`config.mk`:
```
export PLATFORM = sky130hd
export DESIGN_NAME = irq_vector_ctrl
export DESIGN_NICKNAME = d
export VERILOG_FILES = /design/src/rtl/ivc_pkg.sv /design/src/rtl/ivc_decode.sv /design/src/rtl/ivc_regs.sv /design/src/rtl/ivc_prio.sv /design/src/rtl/ivc_core.sv /design/src/rtl/irq_vector_ctrl.sv
export SDC_FILE = /design/constraint.sdc
export NUM_CORES = 2
export LEC_CHECK = 0
export ABC_CLOCK_PERIOD_IN_PS = 2800
export CORE_ASPECT_RATIO = 0.75
export CORE_UTILIZATION = 55
export DETAILED_ROUTE_END_ITERATION = 7
export DONT_BUFFER_PORTS = 1
export PLACE_DENSITY = 0.73
export SYNTH_ARGS = -nofsm -noshare
export SYNTH_HDL_FRONTEND = slang
export SYNTH_SLANG_ARGS = --single-unit
```
`constraint.sdc`:
```
create_clock -name clk -period 2.8 [get_ports clk]
set_input_delay 0.28 -clock clk [delete_from_list [all_inputs] [get_ports clk]]
set_output_delay 0.28 -clock clk [all_outputs]
set_load 0.05 [all_outputs]
```
`src/rtl/ivc_pkg.sv`:
```
package ivc_pkg;
  localparam int ADDR_W = 12;

  localparam logic [ADDR_W-1:0] OFS_VTAB = 12'h080;
  localparam logic [ADDR_W-1:0] OFS_VEC  = 12'h100;
  localparam logic [ADDR_W-1:0] OFS_CUR  = 12'h108;
  localparam logic [ADDR_W-1:0] OFS_ENA  = 12'h120;
  localparam logic [ADDR_W-1:0] OFS_DIS  = 12'h124;
  localparam logic [ADDR_W-1:0] OFS_EOI  = 12'h130;

  typedef enum logic [1:0] {
    ST_IDLE    = 2'd0,
    ST_PRESENT = 2'd1,
    ST_ACKED   = 2'd2
  } ivc_state_e;

  typedef struct packed {
    logic wr_ena;
    logic wr_dis;
    logic wr_vtab;
    logic wr_eoi;
    logic rd_any;
    logic rd_vec;
    logic rd_cur;
  } ivc_cmd_t;
endpackage

```
`src/rtl/ivc_decode.sv`:
```
module ivc_decode
  import ivc_pkg::*;
#(
  parameter int NUM_SRC = 32,
  parameter int ID_W    = 5
) (
  input  logic              sel,
  input  logic              wr,
  input  logic [ADDR_W-1:0] addr,
  output ivc_cmd_t          cmd,
  output logic              vtab_hit,
  output logic [ID_W-1:0]   vtab_idx
);
  localparam logic [ADDR_W:0] VTAB_END = (ADDR_W+1)'(int'(OFS_VTAB) + 4 * NUM_SRC);

  logic [ADDR_W-1:0] vtab_off;

  always_comb begin
    vtab_off = addr - OFS_VTAB;
    vtab_hit = ({1'b0, addr} >= {1'b0, OFS_VTAB}) && ({1'b0, addr} < VTAB_END);
    vtab_idx = vtab_off[ID_W+1:2];

    cmd         = '0;
    cmd.rd_any  = sel && !wr;
    cmd.rd_vec  = sel && !wr && (addr == OFS_VEC);
    cmd.rd_cur  = sel && !wr && (addr == OFS_CUR);
    cmd.wr_ena  = sel && wr && (addr == OFS_ENA);
    cmd.wr_dis  = sel && wr && (addr == OFS_DIS);
    cmd.wr_eoi  = sel && wr && (addr == OFS_EOI);
    cmd.wr_vtab = sel && wr && vtab_hit;
  end
endmodule

```
`src/rtl/ivc_regs.sv`:
```
module ivc_regs #(
  parameter int NUM_SRC = 32,
  parameter int DATA_W  = 32,
  parameter int ID_W    = 5
) (
  input  logic               clk,
  input  logic               rst_n,
  input  logic               wr_ena,
  input  logic               wr_dis,
  input  logic               wr_vtab,
  input  logic [ID_W-1:0]    wr_idx,
  input  logic [DATA_W-1:0]  wdata,
  input  logic [ID_W-1:0]    rd_idx,
  output logic [DATA_W-1:0]  rd_word,
  input  logic [ID_W-1:0]    win_idx,
  output logic [DATA_W-1:0]  win_word,
  output logic [NUM_SRC-1:0] en_mask
);
  logic [DATA_W-1:0]  vtab [NUM_SRC];
  logic [NUM_SRC-1:0] en_q;
  logic [NUM_SRC-1:0] set_bits;
  logic [NUM_SRC-1:0] clr_bits;

  for (genvar g = 0; g < NUM_SRC; g++) begin : g_vword
    always_ff @(posedge clk or negedge rst_n) begin
      if (!rst_n) begin
        vtab[g] <= '0;
      end else if (wr_vtab && (wr_idx == ID_W'(g))) begin
        vtab[g] <= wdata;
      end
    end
  end

  always_comb begin
    set_bits = wr_ena ? wdata[NUM_SRC-1:0] : '0;
    clr_bits = wr_dis ? wdata[NUM_SRC-1:0] : '0;
  end

  always_ff @(posedge clk or negedge rst_n) begin
    if (!rst_n) begin
      en_q <= '0;
    end else begin
      en_q <= (en_q | set_bits) & ~clr_bits;
    end
  end

  assign en_mask  = en_q;
  assign rd_word  = vtab[rd_idx];
  assign win_word = vtab[win_idx];
endmodule

```
`src/rtl/ivc_prio.sv`:
```
module ivc_prio #(
  parameter int NUM_SRC = 32,
  parameter int ID_W    = 5
) (
  input  logic [NUM_SRC-1:0] pend,
  output logic               any,
  output logic [ID_W-1:0]    idx
);
  always_comb begin
    any = |pend;
    idx = '0;
    for (int i = NUM_SRC - 1; i >= 0; i--) begin
      if (pend[i]) idx = ID_W'(i);
    end
  end
endmodule

```
`src/rtl/ivc_core.sv`:
```
module ivc_core
  import ivc_pkg::*;
#(
  parameter int DATA_W = 32,
  parameter int ID_W   = 5
) (
  input  logic              clk,
  input  logic              rst_n,
  input  logic              any_pend,
  input  logic [ID_W-1:0]   win_idx,
  input  logic [DATA_W-1:0] win_word,
  input  logic              rd_vec,
  input  logic              rd_cur,
  input  logic              wr_eoi,
  output logic              irq,
  output logic [ID_W-1:0]   cur_id,
  output logic [DATA_W-1:0] vec_word
);
  ivc_state_e        state_q;
  logic              irq_q;
  logic [ID_W-1:0]   cur_q;
  logic [DATA_W-1:0] vec_q;

  always_ff @(posedge clk or negedge rst_n) begin
    if (!rst_n) begin
      state_q <= ST_IDLE;
      irq_q   <= 1'b0;
      cur_q   <= '0;
      vec_q   <= '0;
    end else begin
      if (rd_cur) cur_q <= '0;
      unique case (state_q)
        ST_IDLE: begin
          if (any_pend) begin
            state_q <= ST_PRESENT;
            irq_q   <= 1'b1;
            cur_q   <= win_idx;
            vec_q   <= win_word;
          end
        end
        ST_PRESENT: begin
          if (rd_vec) begin
            state_q <= ST_ACKED;
            irq_q   <= 1'b0;
          end
        end
        ST_ACKED: begin
          if (wr_eoi) state_q <= ST_IDLE;
        end
        default: state_q <= ST_IDLE;
      endcase
    end
  end

  assign irq      = irq_q;
  assign cur_id   = cur_q;
  assign vec_word = vec_q;
endmodule

```
`src/rtl/irq_vector_ctrl.sv`:
```
module irq_vector_ctrl
  import ivc_pkg::*;
#(
  parameter int NUM_SRC = 32,
  parameter int DATA_W  = 32
) (
  input  logic               clk,
  input  logic               rst_n,
  input  logic [NUM_SRC-1:0] src_irq,
  input  logic               bus_sel,
  input  logic               bus_wr,
  input  logic [ADDR_W-1:0]  bus_addr,
  input  logic [DATA_W-1:0]  bus_wdata,
  output logic [DATA_W-1:0]  bus_rdata,
  output logic               bus_rvalid,
  output logic               irq
);
  localparam int ID_W = (NUM_SRC > 1) ? $clog2(NUM_SRC) : 1;

  ivc_cmd_t           cmd;
  logic               vtab_hit;
  logic [ID_W-1:0]    vtab_idx;
  logic [DATA_W-1:0]  vtab_rword;
  logic [DATA_W-1:0]  win_word;
  logic [NUM_SRC-1:0] en_mask;
  logic [NUM_SRC-1:0] pend;
  logic               any_pend;
  logic [ID_W-1:0]    win_idx;
  logic [ID_W-1:0]    cur_id;
  logic [DATA_W-1:0]  vec_word;
  logic [DATA_W-1:0]  rd_mux;
  logic [DATA_W-1:0]  rdata_q;
  logic               rvalid_q;

  ivc_decode #(.NUM_SRC(NUM_SRC), .ID_W(ID_W)) u_dec (
    .sel      (bus_sel),
    .wr       (bus_wr),
    .addr     (bus_addr),
    .cmd      (cmd),
    .vtab_hit (vtab_hit),
    .vtab_idx (vtab_idx)
  );

  ivc_regs #(.NUM_SRC(NUM_SRC), .DATA_W(DATA_W), .ID_W(ID_W)) u_regs (
    .clk      (clk),
    .rst_n    (rst_n),
    .wr_ena   (cmd.wr_ena),
    .wr_dis   (cmd.wr_dis),
    .wr_vtab  (cmd.wr_vtab),
    .wr_idx   (vtab_idx),
    .wdata    (bus_wdata),
    .rd_idx   (vtab_idx),
    .rd_word  (vtab_rword),
    .win_idx  (win_idx),
    .win_word (win_word),
    .en_mask  (en_mask)
  );

  assign pend = src_irq & en_mask;

  ivc_prio #(.NUM_SRC(NUM_SRC), .ID_W(ID_W)) u_prio (
    .pend (pend),
    .any  (any_pend),
    .idx  (win_idx)
  );

  ivc_core #(.DATA_W(DATA_W), .ID_W(ID_W)) u_core (
    .clk      (clk),
    .rst_n    (rst_n),
    .any_pend (any_pend),
    .win_idx  (win_idx),
    .win_word (win_word),
    .rd_vec   (cmd.rd_vec),
    .rd_cur   (cmd.rd_cur),
    .wr_eoi   (cmd.wr_eoi),
    .irq      (irq),
    .cur_id   (cur_id),
    .vec_word (vec_word)
  );

  always_comb begin
    rd_mux = '0;
    if (vtab_hit)                 rd_mux = vtab_rword;
    else if (bus_addr == OFS_VEC) rd_mux = vec_word;
    else if (bus_addr == OFS_CUR) rd_mux = DATA_W'(cur_id);
    else if (bus_addr == OFS_ENA) rd_mux = DATA_W'(en_mask);
  end

  always_ff @(posedge clk or negedge rst_n) begin
    if (!rst_n) begin
      rdata_q  <= '0;
      rvalid_q <= 1'b0;
    end else begin
      rvalid_q <= cmd.rd_any;
      rdata_q  <= cmd.rd_any ? rd_mux : '0;
    end
  end

  assign bus_rdata  = rdata_q;
  assign bus_rvalid = rvalid_q;
endmodule

```
# == Word-level counts from Yosys, hierarchy flattened ==
# Cells that the tools add are included.
# classes
add_sub_neg,1
order_cmp,4
eq_ne,41
n_mux,55
bitwise,6
n_reduce_logical,49
# ops
op,n
$mux 32,11
$bmux 32 s5,2
$mux 5,35
$eq 5x5->1 const B,16
$and 32x32->32,2
$eq 12x9->1 const B,5
$logic_and 1x1->1,41
$eq 5x4->1 const B,8
$not 32->32,1
$or 32x32->32,1
$reduce_or 32->1,1
$eq 5x3->1 const B,4
$ge 12x8->1 const B,1
$ge 6x6->1 const B,2
$lt 12x9->1 const B,1
$not 5->6,2
$eq 5x2->1 const B,2
$sub 7x1->7 const B,1
$mux 2,3
$pmux 2 s3,1
$reduce_and 3->1,2
$eq 5x1->1 const B,1
$logic_not 5->1,1
$ne 2x1->1 const B,2
9 further kinds,10
# word_totals
ff_bits,1129
inputBits,80
output_inout_bits,34
elab_cells,195

# == Depth between registers and ports, before layout ==
# depth
word_depth,37
mapped_depth,13
depth_no_buf,9

# == By module ==
# Synthesis repeated with hierarchy kept, for this count alone.
# hier_totals
hier_cells,5083
hier_area_um2,60798.3
# modules_own_cells
mod,instances,cells_each,area_each_um2,seq_area_each_um2
ivc_regs,1,4711,56773.2,26425.3
irq_vector_ctrl,1,183,1916.8,825.8
ivc_core,1,101,1540.2,1001.0
ivc_prio,1,65,385.4,0.0
ivc_decode,1,23,182.7,0.0

# == Worst setup path before layout ==
# Ideal clock, no wire load.
# synth_path
path_kind,flip-flop to flip-flop
from,"register u_regs.en_q[27], in the netlist u_regs.en_mask[27]"
to,"register u_core.vec_q[25], in the netlist u_core.vec_word[25]"
setup_time_ns,0.139
arrival_ns,2.916
required_ns,2.661
setup_slack_ns,-0.254
path_stages_with_launch,13
n_path_buf,3
cell_sequence,dfrtp_1 -> a22o_1 -> a31oi_1 -> o2111ai_2 -> a2111o_1 -> buf_2 -> nand2_1 -> buf_2 -> buf_6 -> mux2_2 -> a21oi_1 -> o22ai_1 -> or4_1
# synth_between
elab_chain_len,33
# synth_rtl
item,line,source
"start, declared",ivc_regs.sv:20,logic [NUM_SRC-1:0] en_q;
"start signal, assigned",ivc_regs.sv:43,en_q <= (en_q | set_bits) & ~clr_bits;
$and 32x32->32 (*),irq_vector_ctrl.sv:59,assign pend = src_irq & en_mask;
$mux 5 (28 in a row),ivc_prio.sv:13,if (pend[i]) idx = ID_W'(i);
$not 5->6 (implied by the code),ivc_regs.sv:49,assign win_word = vtab[win_idx];
$bmux 32 s5,ivc_regs.sv:49,
$mux 32 (implied by the code) (2 in a row),ivc_regs.sv:49,
"end signal, assigned",ivc_core.sv:38,vec_q <= win_word;
"end, declared",ivc_core.sv:22,logic [DATA_W-1:0] vec_q;
# Every way passes the cells marked *; elsewhere a longest branch is shown, timed or not. The select of a mux whose other input is x is not followed.
# A chain may end at the register's enable or synchronous reset.

# == Worst setup path in the final report ==
# layout_path
from,"register u_regs.en_q[29], in the netlist u_regs.en_mask[29]"
to,"register u_core.vec_q[17], in the netlist u_core.vec_word[17]"
# layout_between
elab_chain_len,35
# layout_rtl
item,line
$and 32x32->32 (*),irq_vector_ctrl.sv:59
$mux 5 (30 in a row),ivc_prio.sv:13
$not 5->6 (implied by the code),ivc_regs.sv:49
$bmux 32 s5,ivc_regs.sv:49
$mux 32 (implied by the code) (2 in a row),ivc_regs.sv:49
# Marks and branches as above.

==> results.cfg <==
[power_and_ir_drop]
report.power.total_mw = 34.35
total_leakage_power_nw = 31.54
powerDensity_nw_per_um2 = 483.9
vdd_drop_max_mv = 0.5335

[sta]
final_period_minus_worst_setup_slack_ps = 3371
timing_worst_slew_pin_value_ps = 1313
final-max-slew-violation-count = 0
worst_slew_margin_rel_pct = 12.20
period_share_pct = 120.4
finalHoldWorstSlack_ps = -764.1
max_freq_mhz = 296.7
postLayoutSetupSlackWorst_ps = -570.6
timing.clock.skew_ps = 42.48
setup-violations-final = 32
rsz0062_at_grt = yes
timing.final.hold_violations = 505

[cts]
hold_fix_buffers_at_cts = 55
cts.path.max_buffers = 3
cts_tree = done
cts-buffers-inserted = 111
h-tree-depth = 3
cts_sinks = 1129
worst_skew_pair.late_latency_ps = 760
clockRootBuffer = sky130_fd_sc_hd__clkbuf_16
path_clk_slew_ps = 70

[finish]
numnets_final = 5067
layout.core_utilization_pct = 65.96
area.growth.synth_to_final_pct = 18.55
fillerInstances = 7595
drive_gt1_share_pct = 45.27
layoutNonFillerInstCount = 6520

[die]
rows = 104
floorplan.die.width_um = 383.0
core_area_sq_um = 107600
initial_utilization_pct = 55.64
die_height_um = 287.7
design.die.area_sq_um = 110200
top_level_ports = 114

[worst_setup_path]
end_of_the_worst_register_to_register_path = u_core.vec_word[17]
cp_data_arrival_time_ps = 3980
ff2ff_path_depth = 13
r2r_slack_ps = -570
timing.critical_path.from_type = register
ff_to_ff_start = u_regs.en_mask[29]
cp_max_fo = 10
critical_path_rt_ps = 3410
endpoint_kind = register
setup.worst_path.class = reg2reg

[yosys]
asyncSetResetFlopFracSynth_pct = 100.0
syn_area_per_cell_sq_um = 12.41
synthXorXnorAreaFrac_pct = 0
synthesis.area_sq_um = 59880
synth_top_area_share_pct = 47.18
number_of_flops_mapped_to_enable_cells_by_yosys = 0
synth_compound_area_share_pct = 10.10
area_share_of_and_or_nand_nor_cells_after_synthesis_pct = 6.421
yosysMostFrequentCell = sky130_fd_sc_hd__dfrtp_1
combinational_family_with_the_most_area_after_synthesis = multiplexers
netlist.top_cell.by_area = sky130_fd_sc_hd__dfrtp_1
postSynthRegisterBits = 1129
synth_fp_nets = 4904
synth_fa_ha_area_share_pct = 0
synthFlopType = sky130_fd_sc_hd__dfrtp_1
netlist_top_cells_count = sky130_fd_sc_hd__dfrtp_1, sky130_fd_sc_hd__mux2_2, sky130_fd_sc_hd__clkbuf_1
synth.yosys.seq_area_share_pct = 47.18
synth.area.top_cells = sky130_fd_sc_hd__dfrtp_1, sky130_fd_sc_hd__mux2_2, sky130_fd_sc_hd__mux4_2
syn-instance-count = 4824
synth_cell_types = 60
synth_warnings = 0
muxShareOfSynthArea_pct = 32.91

[routing]
wl_per_cell_um = 34.97
vias = 48241
drt_iter0_drc = 7550
vias_per_cell = 7.399
antenna_left = 0
totalWireLength_mm = 228.0
detailedRoute.firstPassIterationCount = 8
drcViolationCount = 6

[grt]
grt_pass1_vias = 47578
maximum_number_of_pins_on_one_net_before_global_route_repair = 1130
first_pass_grt_wire_length_mm = 328.4
grt_use_total_pct = 40.93
grt_antenna_before_repair = 19
gr-total-overflow = 0

[place]
hpwlAfterDp_mm = 132.3
dp_worst_setup_slack_ps = -576.9
gp_congestion = 0.9519
numPlacedInstances = 6172
numPortBuffers = 0

[job]
max_cap_viol_count = 0

[status]
status = complete, but fails checks
violations_in_the_final_reports = design-rule violations, negative hold slack, negative setup slack

[min_path]
hp-class = in2async
## timing repair
item	4_1_cts	5_1_grt
cloned	11	6
buffers inserted	45	15
hold endpoints to repair	2197	505
setup endpoints to repair	32	240
resized for setup	154	51
pin swaps	50	37
## layout by cell type (no fill, tap or decap), drive strengths merged, types with 23 or more instances in the layout
| cell | count |
|---|---|
| dfrtp | 1129 |
| mux2 | 1110 |
| buf | 502 |
| nand2 | 352 |
| mux4 | 320 |
| a21oi | 272 |
| nor2 | 188 |
| clkbuf | 172 |
| o21ai | 153 |
| nand3 | 121 |
| a211oi | 74 |
| nor3 | 66 |
| nor4 | 56 |
| a22oi | 50 |
| dlygate4sd3 | 43 |
| o211ai | 36 |
| o21a | 34 |
| a32oi | 34 |
| or4 | 33 |
| o31a | 32 |
| o31ai | 32 |
| a311oi | 32 |
| o221a | 32 |
| a221oi | 28 |
| o2bb2ai | 27 |
| o22ai | 23 |
## flip-flops by register name, summed over array words and instances (netlist names)
register	flops
u_core.irq	1
u_core.cur_id	5
u_core.state_q	2
u_regs.en_mask	32
u_regs.vtab	1024
u_core.vec_word	32
bus_rvalid	1
bus_rdata	32
## per-stage QoR
step | instance area, sq um | setup TNS, ps
floorplan | 59970 | -1377
global placement | 64570 | -13310
detailed placement | 64570 | -15570
CTS | 70380 | -13220
global route | 70960 | -17240
finish | 70990 | -15920
## where the power goes
group / internal (mW) / switching [mW] / leakage, nW / total, mW
Sequential: 16.4 / 0.147 / 15.7 / 16.6
Clock: 9.03 / 6.82 / 1.86 / 15.9
Combinational: 0.760 / 1.14 / 13.9 / 1.90
Total: 26.2 / 8.11 / 31.5 / 34.3
## area by class of cell
class                      instances  area (sq um)  share of cell area [%]
multi-input combinational       3185         30610                   43.12
sequential                      1129         28250                   39.80
timing repair buffer             555          6499                   9.155
clock buffer                     166          3338                   4.703
tap                             1431          1790                   2.522
clock inverter                    36         445.4                  0.6275
antenna                           13         32.53                 0.04583
inverter                           5         18.77                 0.02644
## metal layers
layer / GRT usage, % / wire (um) / vias to the layer above
li1: - / - / 18623
met1: 53.86 / 82440 / 24547
met2: 55.74 / 93260 / 4020
met3: 18.69 / 36580 / 1039
met4: 23.22 / 15640 / 12
met5: 0 / 89 / -
## worst max-delay path by stage
stage,slack [ps],end,depth (start not counted),from
after global placement,-530,u_core.vec_word[4],10,u_regs.en_mask[29]
final,-570,u_core.vec_word[17],13,u_regs.en_mask[29]
after global routing,-600,u_core.vec_word[3],14,u_regs.en_mask[8]
after CTS,-470,u_core.vec_word[29],12,u_regs.en_mask[29]
after floorplan,-70,u_core.vec_word[25],12,u_regs.en_mask[27]
after detailed placement,-580,u_core.vec_word[13],14,u_regs.en_mask[27]
## logic make-up after synthesis
family	count (synthesis)
buf+inv	510
compound gates	897
mux	1430
flops	1129
simple gates	858
## critical path: stages, from the launching register on
cell                       delay, ps
sky130_fd_sc_hd__dfrtp_1         390
sky130_fd_sc_hd__a22o_1          230
sky130_fd_sc_hd__o211ai_1        350
sky130_fd_sc_hd__a31oi_1         140
sky130_fd_sc_hd__buf_4           170
sky130_fd_sc_hd__o21ai_4         250
sky130_fd_sc_hd__buf_12          200
sky130_fd_sc_hd__o21ai_4         150
sky130_fd_sc_hd__buf_12          210
sky130_fd_sc_hd__buf_12          160
sky130_fd_sc_hd__o221a_4         250
sky130_fd_sc_hd__o21ai_1          70
sky130_fd_sc_hd__a32oi_1          90
sky130_fd_sc_hd__or4_1           550
Note: power is estimated with default switching activity, not from simulation.
